[src/rtl/imp_chk_pkg.sv]
package imp_chk_pkg;

    typedef enum logic {
        KIND_SAME  = 1'b0,
        KIND_CROSS = 1'b1
    } imp_kind_e;

    function automatic logic pol_match(input logic node_val, input logic pol);
        return node_val == pol;
    endfunction

endpackage

[src/rtl/imp_probe_reg.sv]
module imp_probe_reg #(
    parameter int unsigned NODES = 4
) (
    input  logic             clk,
    input  logic             rst,
    input  logic             en_i,
    input  logic [NODES-1:0] probe_i,
    output logic [NODES-1:0] prev_o,
    output logic             prev_vld_o
);
    typedef struct packed {
        logic [NODES-1:0] prb;
        logic             vld;
    } cap_t;

    cap_t cap_d, cap_q;

    always_comb begin
        cap_d = cap_q;
        if (en_i) begin
            cap_d.prb = probe_i;
            cap_d.vld = 1'b1;
        end else begin
            cap_d.vld = 1'b0;
        end
    end

    always_ff @(posedge clk) begin
        if (rst) cap_q <= '0;
        else     cap_q <= cap_d;
    end

    assign prev_o     = cap_q.prb;
    assign prev_vld_o = cap_q.vld;

    AST_VLD_NEEDS_EN: assert property (@(posedge clk) disable iff (rst)
        !en_i |=> !prev_vld_o);
endmodule

[src/rtl/imp_eval_unit.sv]
module imp_eval_unit
    import imp_chk_pkg::*;
#(
    parameter int unsigned NODES = 4,
    parameter int unsigned ANT   = 0,
    parameter logic        A_POL = 1'b1,
    parameter int unsigned CON   = 1,
    parameter logic        C_POL = 1'b0,
    parameter imp_kind_e   KIND  = KIND_SAME
) (
    input  logic             en_i,
    input  logic [NODES-1:0] cur_i,
    input  logic [NODES-1:0] prev_i,
    input  logic             prev_vld_i,
    output logic             hit_o
);
    logic ant_ok;
    logic con_ok;
    logic armed;

    generate
        if (KIND == KIND_CROSS) begin : g_cross
            assign ant_ok = pol_match(prev_i[ANT], A_POL);
            assign armed  = prev_vld_i;
        end else begin : g_same
            assign ant_ok = pol_match(cur_i[ANT], A_POL);
            assign armed  = 1'b1;
        end
    endgenerate

    assign con_ok = pol_match(cur_i[CON], C_POL);
    assign hit_o  = en_i & armed & ant_ok & ~con_ok;
endmodule

[src/rtl/imp_err_collect.sv]
module imp_err_collect #(
    parameter int unsigned NIMP = 4
) (
    input  logic            clk,
    input  logic            rst,
    input  logic [NIMP-1:0] hit_i,
    input  logic            clr_i,
    output logic [NIMP-1:0] viol_o,
    output logic            err_o,
    output logic            sticky_o
);
    typedef struct packed {
        logic [NIMP-1:0] viol;
        logic            err;
        logic            sticky;
    } res_t;

    res_t res_d, res_q;
    logic any_hit;

    always_comb begin
        any_hit       = |hit_i;
        res_d         = res_q;
        res_d.viol    = hit_i;
        res_d.err     = any_hit;
        res_d.sticky  = any_hit | (res_q.sticky & ~clr_i);
    end

    always_ff @(posedge clk) begin
        if (rst) res_q <= '0;
        else     res_q <= res_d;
    end

    assign viol_o   = res_q.viol;
    assign err_o    = res_q.err;
    assign sticky_o = res_q.sticky;

    AST_STICKY_HOLD: assert property (@(posedge clk) disable iff (rst)
        sticky_o && !clr_i |=> sticky_o);
    AST_STICKY_SET: assert property (@(posedge clk) disable iff (rst)
        (|hit_i) |=> sticky_o);
    AST_CLR_WITH_HIT: assert property (@(posedge clk) disable iff (rst)
        clr_i && (|hit_i) |=> sticky_o);
    AST_CLR_EFFECT: assert property (@(posedge clk) disable iff (rst)
        clr_i && !(|hit_i) |=> !sticky_o);
endmodule

[src/rtl/imp_check_bank.sv]
module imp_check_bank
    import imp_chk_pkg::*;
#(
    parameter int unsigned NODES = 4,
    parameter int unsigned NIMP  = 4,
    parameter int unsigned IDX_W = $clog2(NODES),
    parameter logic [NIMP*IDX_W-1:0] ANT_IDX = {2'd3, 2'd1, 2'd2, 2'd0},
    parameter logic [NIMP-1:0]       ANT_POL = 4'b1001,
    parameter logic [NIMP*IDX_W-1:0] CON_IDX = {2'd0, 2'd2, 2'd3, 2'd1},
    parameter logic [NIMP-1:0]       CON_POL = 4'b1000,
    parameter logic [NIMP-1:0]       XCYC    = 4'b1100
) (
    input  logic             clk,
    input  logic             rst,
    input  logic             en_i,
    input  logic [NODES-1:0] probe_i,
    input  logic             clr_i,
    output logic [NIMP-1:0]  viol_o,
    output logic             err_o,
    output logic             sticky_o
);
    logic [NODES-1:0] prev;
    logic             prev_vld;
    logic [NIMP-1:0]  hit;

    imp_probe_reg #(.NODES(NODES)) i_cap (
        .clk        (clk),
        .rst        (rst),
        .en_i       (en_i),
        .probe_i    (probe_i),
        .prev_o     (prev),
        .prev_vld_o (prev_vld)
    );

    for (genvar k = 0; k < NIMP; k++) begin : g_imp
        localparam int unsigned AI = int'(ANT_IDX[k*IDX_W +: IDX_W]);
        localparam int unsigned CI = int'(CON_IDX[k*IDX_W +: IDX_W]);
        localparam imp_kind_e   KD = XCYC[k] ? KIND_CROSS : KIND_SAME;

        imp_eval_unit #(
            .NODES (NODES),
            .ANT   (AI),
            .A_POL (ANT_POL[k]),
            .CON   (CI),
            .C_POL (CON_POL[k]),
            .KIND  (KD)
        ) i_unit (
            .en_i       (en_i),
            .cur_i      (probe_i),
            .prev_i     (prev),
            .prev_vld_i (prev_vld),
            .hit_o      (hit[k])
        );
    end

    imp_err_collect #(.NIMP(NIMP)) i_col (
        .clk      (clk),
        .rst      (rst),
        .hit_i    (hit),
        .clr_i    (clr_i),
        .viol_o   (viol_o),
        .err_o    (err_o),
        .sticky_o (sticky_o)
    );

    AST_OFF_QUIET: assert property (@(posedge clk) disable iff (rst)
        !en_i |=> viol_o == '0);
    AST_XC_FIRST: assert property (@(posedge clk) disable iff (rst)
        $rose(en_i) |=> (viol_o & XCYC) == '0);
    AST_ERR_PULSE: assert property (@(posedge clk) disable iff (rst)
        (|viol_o) |-> err_o && sticky_o);
endmodule

[config.mk]
export PLATFORM = sky130hd
export DESIGN_NAME = imp_check_bank
export DESIGN_NICKNAME = d
export VERILOG_FILES = /design/src/rtl/imp_chk_pkg.sv /design/src/rtl/imp_probe_reg.sv /design/src/rtl/imp_eval_unit.sv /design/src/rtl/imp_err_collect.sv /design/src/rtl/imp_check_bank.sv
export SDC_FILE = /design/constraint.sdc
export NUM_CORES = 1
export LEC_CHECK = 0
export BUFFER_PORTS_ARGS = -buffer_cell sky130_fd_sc_hd__buf_2
export CAP_MARGIN = 0
export CELL_PAD_IN_SITES_DETAIL_PLACEMENT = 0
export CELL_PAD_IN_SITES_GLOBAL_PLACEMENT = 1
export CORE_AREA = 5 5 42 44
export DETAILED_ROUTE_END_ITERATION = 8
export DIE_AREA = 0 0 47 49
export PLACE_DENSITY_LB_ADDON = 0.08
export SYNTH_ARGS = -nofsm -noshare
export SYNTH_HDL_FRONTEND = slang
export SYNTH_SLANG_ARGS = --single-unit
[constraint.sdc]
create_clock -name clk -period 0.8 [get_ports clk]
set_input_delay 0.16 -clock clk [delete_from_list [all_inputs] [get_ports clk]]
set_output_delay 0.16 -clock clk [all_outputs]
set_load 0.1 [all_outputs]
==> impl_metrics.json, run 1 <==
{
  "dp_slack_ns": -0.1047,
  "core_sq_um": 1401,
  "diodes": 0,
  "grt_pass1_vias": 295,
  "io_pins": 14,
  "rows": 14,
  "cts_tree": "yes",
  "max_freq_ghz": 0.9837,
  "syn2layout_area_growth_pct": 78.99,
  "grt_max_degree": 7,
  "yosysMostFrequentCell": "dfxtp_1",
  "yosys.area_share.simple_pct": 24.90,
  "violations": "setup timing",
  "grt_pass1_wl_um": 1138,
  "ctsHoldBuffers": 0,
  "cellLeakagePower_uw": 0.0002585,
  "startpoint_type": "flip-flop",
  "cts.clk_slew.worst_paths_ns": 0.06,
  "wl_um": 651,
  "syn_nets": 36,
  "setup_viol": 8,
  "synth_flop_cell": "dfxtp_1",
  "synth_adder_area_share_pct": 0,
  "place_hpwl_um": 546.5,
  "netlist_area_sq_um": 321.6,
  "tns_ns": -0.9985,
  "post_drt_wl_per_cell_um": 10.02,
  "die_w_um": 47,
  "vias_per_cell": 4.308,
  "fin_crit_ns": 1.017,
  "worst_slew_pin_slew_ns": 0.1965,
  "arrival_ns": 0.86,
  "firstDrtPassIters": 2,
  "finClkSkew_ns": 0.005450,
  "ys_seq_area_share_pct": 56.03,
  "cts_root_buffer": "clkbuf_4",
  "synth_xor_area_share_pct": 0,
  "powerDensity_nw_per_um2": 1799,
  "yosys_warnings": 0,
  "maxSlewHeadroom_pct": 86.87,
  "initial_utilization_pct": 22.95,
  "synth_seq_cells": 9,
  "worstPathRequired_ns": 0.64,
  "antenna_found_initial": 0,
  "cts.path.max_buffers": 2,
  "antenna_left": 0,
  "synth_compound_area_share_pct": 12.84,
  "ys_top_cells_by_count": "9 x dfxtp_1, 3 x and3_1, 3 x nor2_1",
  "syn-mean-instance-area_sq_um": 11.48,
  "fp.dieArea_sq_um": 2303,
  "insertion_delay_ns": 0.26,
  "critPathKind": "reg2out",
  "drcViolationCount": 0,
  "grt_overflow": 0,
  "die_y_um": 49,
  "vias": 280,
  "synth_top_family_by_area": "simple AND/OR/NAND/NOR gates",
  "drv_slew": 0,
  "gp_congestion": 0.7272,
  "worst-path-max-fanout": 2,
  "port_buffers": 13,
  "vdd_drop_max_uv": 1048,
  "clkSinkCount": 9,
  "drive_gt1_share_pct": 67.35,
  "layout_setup_ws_ns": -0.2166,
  "outcome": "finished with violations",
  "htreeDepth": 1,
  "min_period_over_period_pct": 127.1,
  "fin_nets": 58,
  "drtIter0Drc": 1,
  "cts_buffers": 3,
  "yosys.cell_types.count": 14,
  "synth-async-reset-ratio_pct": 0,
  "cap_violations": 0,
  "end_kind": "primary output",
  "synth_area_leaders": "dfxtp_1 56%, mux2i_1 6.2%, and3_1 5.8%, nor2b_4 4.3%, a211oi_2 3.9%",
  "synth_top_area_share_pct": 56.03,
  "synth_top_area_cell": "dfxtp_1",
  "muxShareOfSynthArea_pct": 6.226,
  "hold_viol": 0,
  "syn-instance-count": 28,
  "hp-class": "in2reg",
  "rsz0062_at_grt": "true",
  "grt_usage_pct": 6.982,
  "synth_enable_flop_cells": 0
}
==> cells by family after synthesis <==
family	after synthesis
compound gates	5
flops	9
mux	2
simple gates	12
==> area by class of cell <==
type                    instances  area (sq um)
flip-flops and latches          9         191.4
clock buffers                   4         26.28
multi-input cells              19         148.9
repair buffers                 17         188.9
fillers                       143         825.8
well taps                      16         20.02
==> through the flow <==
step / std cells / utilization [%] / hold WS, ns / power, uW / area [sq um]
2_1_floorplan: 28 / - / 0.2154 / 597.2 / 331.6
3_3_place_gp: 61 / 38.30 / 0.4176 / 689.5 / 536.8
3_5_place_dp: 61 / 38.30 / 0.4306 / 692.3 / 536.8
4_1_cts: 65 / 41.07 / 0.1623 / 1044 / 575.6
5_1_grt: 65 / 41.07 / 0.1788 / 1082 / 575.6
6_report: 65 / 41.07 / 0.1627 / 1035 / 575.6
==> layer usage <==
metal | track usage (%) | vias up | wire [um]
met4 | 5.530 | 0 | 18
li1 | - | 140 | -
met3 | 2.214 | 4 | 64
met2 | 9.955 | 13 | 296
met1 | 8.168 | 123 | 271
met5 | 0 | - | 0
==> sequential cells by signal, summed over array words and instances, names as in the netlist <==
name	cells
i_col.viol_o	4
i_cap.prev_o	2
i_cap.prev_vld_o	1
i_col.err_o	1
i_col.sticky_o	1
==> where the power goes <==
| part | leakage, uW | total (uW) | switching, uW | internal [uW] |
|---|---|---|---|---|
| registers | 0.0000771 | 478 | 10.6 | 467 |
| clock network | 0.0000150 | 346 | 154 | 192 |
| logic | 0.000166 | 211 | 117 | 94.3 |
| total | 0.000258 | 1040 | 282 | 753 |
==> critical path, stage by stage, from the launching register on <==
cell and delay [ns]:
dfxtp_4 0.34, buf_6 0.11, buf_12 0.15
==> cell usage in the layout, fill, tap and decap left out, types with 2 or more instances in the layout <==
master    n
a211oi_2  2
buf_12    6
nor2_1    3
buf_4     3
dfxtp_1   2
clkbuf_4  3
dfxtp_2   6
mux2i_1   2
buf_2     7
and3_1    3
==> what timing repair did <==
item	4_1_cts	5_1_grt
pin swaps	1	1
resized for setup	4	0
setup buffers	0	0
hold endpoints to repair	0	0
endpoints found under the setup margin	8	9
==> worst paths after layout <==
check	startpoint	end	slack [ns]	cells past startpoint
worst max-delay path	i_col.sticky_o	sticky_o	-0.22	2
worst min-delay path	rst	i_col.sticky_o	0.16	3
worst max register to register	i_col.sticky_o	i_col.sticky_o	-0.10	3
worst min register to register	i_cap.prev_vld_o	i_col.viol_o[2]	0.49	1
(Power assumes the default switching activity.)
==> run 2: changes to the inputs <==
Settings changed: SYNTH_HIERARCHICAL from default to 1.
Clock period 0.8 ns to 1.1 ns, I/O delays scaled along.
==> run 2 against run 1 <==
  * The run now ends clean
  * Wire length shrank 14%
  * Flip-flop and latch count is the same
  * Final cell count shrank 9.2%
  * First-iteration DRC count shrank 100%
  * Power shrank 30%
  * Sequential power shrank 27%
  * Die area is the same
  * Non-clock buffer count shrank 4
  * Clock power shrank 31%
  * Count of clock-buffer cells in the layout is the same
  * Global-route usage shrank 0.92 points
  * Critical path type is now reg2reg
==> impl_metrics.json, run 2 <==
{
  "clkSinkCount": 9,
  "startpoint_type": "flip-flop",
  "cts.path.max_buffers": 2,
  "cts.clk_slew.worst_paths_ns": 0.06,
  "grt_pass1_vias": 251,
  "diodes": 0,
  "cts_buffers": 3,
  "insertion_delay_ns": 0.25,
  "fin_nets": 52,
  "max_stage_delay_ns": 0.33,
  "fp.dieArea_sq_um": 2303,
  "p_switching_uw": 190.0,
  "drv_slew": 0,
  "drcViolationCount": 0,
  "max_freq_ghz": 1.005,
  "die_y_um": 49,
  "arrival_ns": 1.13,
  "cts_root_buffer": "clkbuf_4",
  "final_common_cell": "buf_2",
  "place_hpwl_um": 484.1,
  "end_kind": "flip-flop",
  "syn2layout_area_growth_pct": 60.77,
  "grt_pass1_wl_um": 972,
  "antenna_left": 0,
  "hp-class": "in2reg",
  "powerDensity_nw_per_um2": 1389,
  "place_area_sq_um": 496.7,
  "critPathKind": "reg2reg",
  "die_w_um": 47,
  "gp_congestion": 0.6483,
  "tns_ns": 0,
  "htreeDepth": 1,
  "yosys_warnings": 6,
  "ctsResizeCount": 0,
  "crit_buf_inv": 0,
  "rows": 14,
  "worstPathRequired_ns": 1.23,
  "syn-mean-instance-area_sq_um": 12.05,
  "grt_usage_pct": 6.065,
  "io_pins": 14,
  "syn-instance-count": 27,
  "finClkSkew_ns": 0.002558,
  "port_buffers": 13,
  "worst-path-max-fanout": 2,
  "grt_overflow": 0,
  "cellLeakagePower_uw": 0.0002323,
  "setup_viol": 0,
  "layout_common_cells": "7 x buf_2, 6 x dfxtp_2, 6 x buf_12",
  "drtIter0Drc": 0,
  "min_period_over_period_pct": 90.44,
  "ctsHoldBuffers": 0,
  "cp_slowest_cell": "dfxtp_1",
  "seq_area_sq_um": 187.7,
  "p_clk_share_pct": 32.9,
  "cap_violations": 0,
  "outcome": "finished clean",
  "fillCellCount": 143,
  "firstDrtPassIters": 1,
  "vias": 243,
  "fin_crit_ns": 0.9949,
  "vdd_drop_max_uv": 747.0,
  "p_int_uw": 536.2,
  "comb_power_share_pct": 18.8,
  "cp_cell_sequence": "and4b_1, nor4_4, a21oi_2",
  "core_sq_um": 1401,
  "final_area_sq_um": 523.0,
  "drive_gt1_share_pct": 55.81,
  "worst_slew_pin_slew_ns": 0.2395,
  "hold_viol": 0,
  "crit_family": "simple AND/OR/NAND/NOR gates",
  "vias_per_cell": 4.119,
  "grt_max_degree": 10,
  "syn_nets": 35,
  "postCtsSetupRepairBufs": 0,
  "rsz0062_at_grt": "false",
  "cts_tree": "yes",
  "post_drt_wl_per_cell_um": 9.542,
  "netlist_area_sq_um": 325.3,
  "p_seq_share_pct": 48.3,
  "wl_um": 563,
  "largest_register_ffs": 4,
  "antenna_found_initial": 0,
  "sw_frac_of_total_pct": 26.16,
  "multiInputGateArea_sq_um": 133.9,
  "maxSlewHeadroom_pct": 83.91,
  "initial_utilization_pct": 23.21
}
-- run 2: final timing paths --
| check | from | to | slack (ns) | cells after the start |
|---|---|---|---|---|
| setup reg to reg | i_cap/prev_o[1] | i_col/sticky_o | 0.11 | 3 |
| hold / removal | probe_i[3] | i_cap/prev_o[3] | 0.22 | 3 |
| hold reg to reg | i_cap/prev_o[3] | i_cap/prev_o[3] | 0.49 | 2 |
| setup / recovery | i_cap/prev_o[1] | i_col/sticky_o | 0.11 | 3 |
-- run 2: power by group through the flow --
stage	registers, uW	clock network (uW)	logic (uW)
after floorplan	410	0	32.3
after detailed placement	359	0	138
final	351	239	136
after CTS	351	255	138
after global placement	358	0	137
after global routing	353	268	143
-- run 2: per-layer routing --
layer | GRT usage [%] | wire length [um] | up-vias | part of all wire [%]
li1 | - | - | 127 | -
met1 | 6.181 | 225 | 104 | 40
met3 | 3.321 | 59 | 0 | 10
met2 | 9.050 | 277 | 12 | 49
met5 | 0 | 0 | - | 0
met4 | 4.147 | 0 | 0 | 0
-- run 2: area by class of cell --
class	instances	area share (%)
multi-input cells	17	25.60
flip-flops and latches	9	35.89
clock buffers	4	5.024
well taps	16	3.828
repair buffers	13	29.67
-- run 2: worst min-delay path: stages --
cell and delay (ns):
buf_2 0.08, mux2i_1 0.06, nor2_1 0.07
-- run 2: metrics by stage --
| step | std cells | setup slack (ns) | utilization (%) | power [uW] | hold slack, ns |
|---|---|---|---|---|---|
| finish | 59 | 0.1051 | 37.32 | 726.2 | 0.2185 |
| global route | 59 | 0.04894 | 37.32 | 763.6 | 0.2210 |
| CTS | 59 | 0.08507 | 37.32 | 744.7 | 0.2112 |
| detailed placement | 55 | 0.01089 | 35.45 | 496.9 | 0.4770 |
| global placement | 55 | 0.03617 | 35.45 | 495.1 | 0.4760 |
| floorplan | 27 | 0.1316 | - | 441.8 | 0.2751 |
==> run 3: changes to the inputs <==
Settings changed: MAX_ROUTING_LAYER from default to met4.
==> run 3 against run 2 <==
  * Non-clock buffer count unchanged
  * First-iteration DRC count stayed put
  * Final cell count unchanged
  * Power barely moved
  * Sequential share of layout area stayed put
  * Largest power group unchanged
  * Register-to-register slack about the same
==> impl_metrics.json, run 3 (synthesis results as in run 2) <==
{
  "outcome": "finished clean",
  "setup_viol": 0,
  "worst_slew_pin_slew_ns": 0.2395,
  "fin_nets": 52,
  "diodes": 0,
  "vias_per_cell": 4.119,
  "hold_viol": 0,
  "die_w_um": 47,
  "vdd_drop_max_uv": 747.0,
  "end_kind": "flip-flop",
  "hp-class": "in2reg",
  "max_freq_ghz": 1.005,
  "grt_usage_pct": 6.218,
  "worstPathRequired_ns": 1.23,
  "powerDensity_nw_per_um2": 1389,
  "antenna_left": 0,
  "largest_register_ffs": 4,
  "tns_ns": 0,
  "firstDrtPassIters": 1,
  "rows": 14,
  "r2r_slack_ns": 0.11,
  "fin_crit_ns": 0.9947,
  "htreeDepth": 1,
  "initial_utilization_pct": 23.21,
  "placedCellCount": 55,
  "critPathKind": "reg2reg",
  "cts.path.max_buffers": 2,
  "cts_root_buffer": "clkbuf_4",
  "p_seq_share_pct": 48.3,
  "ctsHoldBuffers": 0,
  "post_drt_wl_per_cell_um": 9.542,
  "cts_tree": "yes",
  "sw_frac_of_total_pct": 26.16,
  "p_clk_share_pct": 32.9,
  "p_switching_uw": 190.0,
  "cellLeakagePower_uw": 0.0002323,
  "comb_power_share_pct": 18.8,
  "grt_overflow": 0,
  "place_hpwl_um": 484.1,
  "drcViolationCount": 0,
  "startpoint_type": "flip-flop",
  "cap_violations": 0,
  "rsz0062_at_grt": "false",
  "grt_pass1_wl_um": 972,
  "cp_cell_sequence": "and4b_1, nor4_4, a21oi_2",
  "vias": 243,
  "cts.clk_slew.worst_paths_ns": 0.06,
  "maxSlewHeadroom_pct": 83.91,
  "grt_max_degree": 10,
  "die_y_um": 49,
  "ctsResizeCount": 0,
  "arrival_ns": 1.12,
  "fp.dieArea_sq_um": 2303,
  "wl_um": 563,
  "cp_slowest_cell": "dfxtp_1",
  "finalNonFillerCells": 59,
  "p_int_uw": 536.2,
  "drv_slew": 0,
  "finClkSkew_ns": 0.002534,
  "max_stage_delay_ns": 0.33,
  "insertion_delay_ns": 0.25,
  "crit_buf_inv": 0,
  "gp_congestion": 0.6540,
  "core_sq_um": 1401,
  "cts_buffers": 3,
  "crit_family": "simple AND/OR/NAND/NOR gates",
  "grt_pass1_vias": 250,
  "fillCellCount": 143,
  "syn2layout_area_growth_pct": 60.77,
  "antenna_found_initial": 0,
  "min_period_over_period_pct": 90.43,
  "layout_common_cells": "7 x buf_2, 6 x dfxtp_2, 6 x buf_12",
  "clkSinkCount": 9,
  "worst-path-max-fanout": 2,
  "postCtsSetupRepairBufs": 0,
  "final_common_cell": "buf_2",
  "io_pins": 14,
  "port_buffers": 13,
  "drive_gt1_share_pct": 55.81,
  "drtIter0Drc": 0
}
-- run 3: cell counts in the layout (fill, tap and decap cells not counted) --
No cell type changed its count.
-- run 3: path summary, 6_finish.rpt --
kind / from / endpoint / cells past startpoint
hold / removal: probe_i[3] / i_cap/prev_o[3] / 3
setup reg to reg: i_cap/prev_o[1] / i_col/sticky_o / 3
setup / recovery: i_cap/prev_o[1] / i_col/sticky_o / 3
hold reg to reg: i_cap/prev_o[3] / i_cap/prev_o[3] / 2
-- run 3: through the flow --
stage               utilization [%]  power [uW]  cell area (sq um)  hold WS (ns)  setup slack, ns
floorplan                         -       441.8              332.8        0.2751           0.1316
global placement              35.45       495.1              496.7        0.4760          0.03617
finish                        37.32       726.2              523.0        0.2185           0.1053
detailed placement            35.45       496.9              496.7        0.4770          0.01089
global route                  37.32       763.6              523.0        0.2210          0.04894
CTS                           37.32       744.7              523.0        0.2112          0.08507
-- run 3: area by class of cell --
| cell class | count | area [sq um] | area share, % |
|---|---|---|---|
| clock buffer | 4 | 26.28 | 5.024 |
| multi-input combinational | 17 | 133.9 | 25.60 |
| sequential | 9 | 187.7 | 35.89 |
| tap | 16 | 20.02 | 3.828 |
| timing repair buffer | 13 | 155.1 | 29.67 |
-- run 3: power by group through the flow --
stage               Clock [uW]  Sequential [uW]  Combinational, uW
floorplan                    0              410               32.3
global placement             0              358                137
detailed placement           0              359                138
CTS                        255              351                138
global route               268              353                143
finish                     239              351                136
-- run 3: tightest hold or removal path, stage by stage --
cell and delay [ns]:
buf_2 0.08, mux2i_1 0.06, nor2_1 0.07
-- run 3: per-layer routing --
layer | GRT usage [%] | vias up | routed length, um
met5 | - | - | 0
met4 | 4.147 | 0 | 0
met3 | 3.321 | 0 | 61
met2 | 9.050 | 12 | 276
met1 | 6.181 | 104 | 225
li1 | - | 127 | -
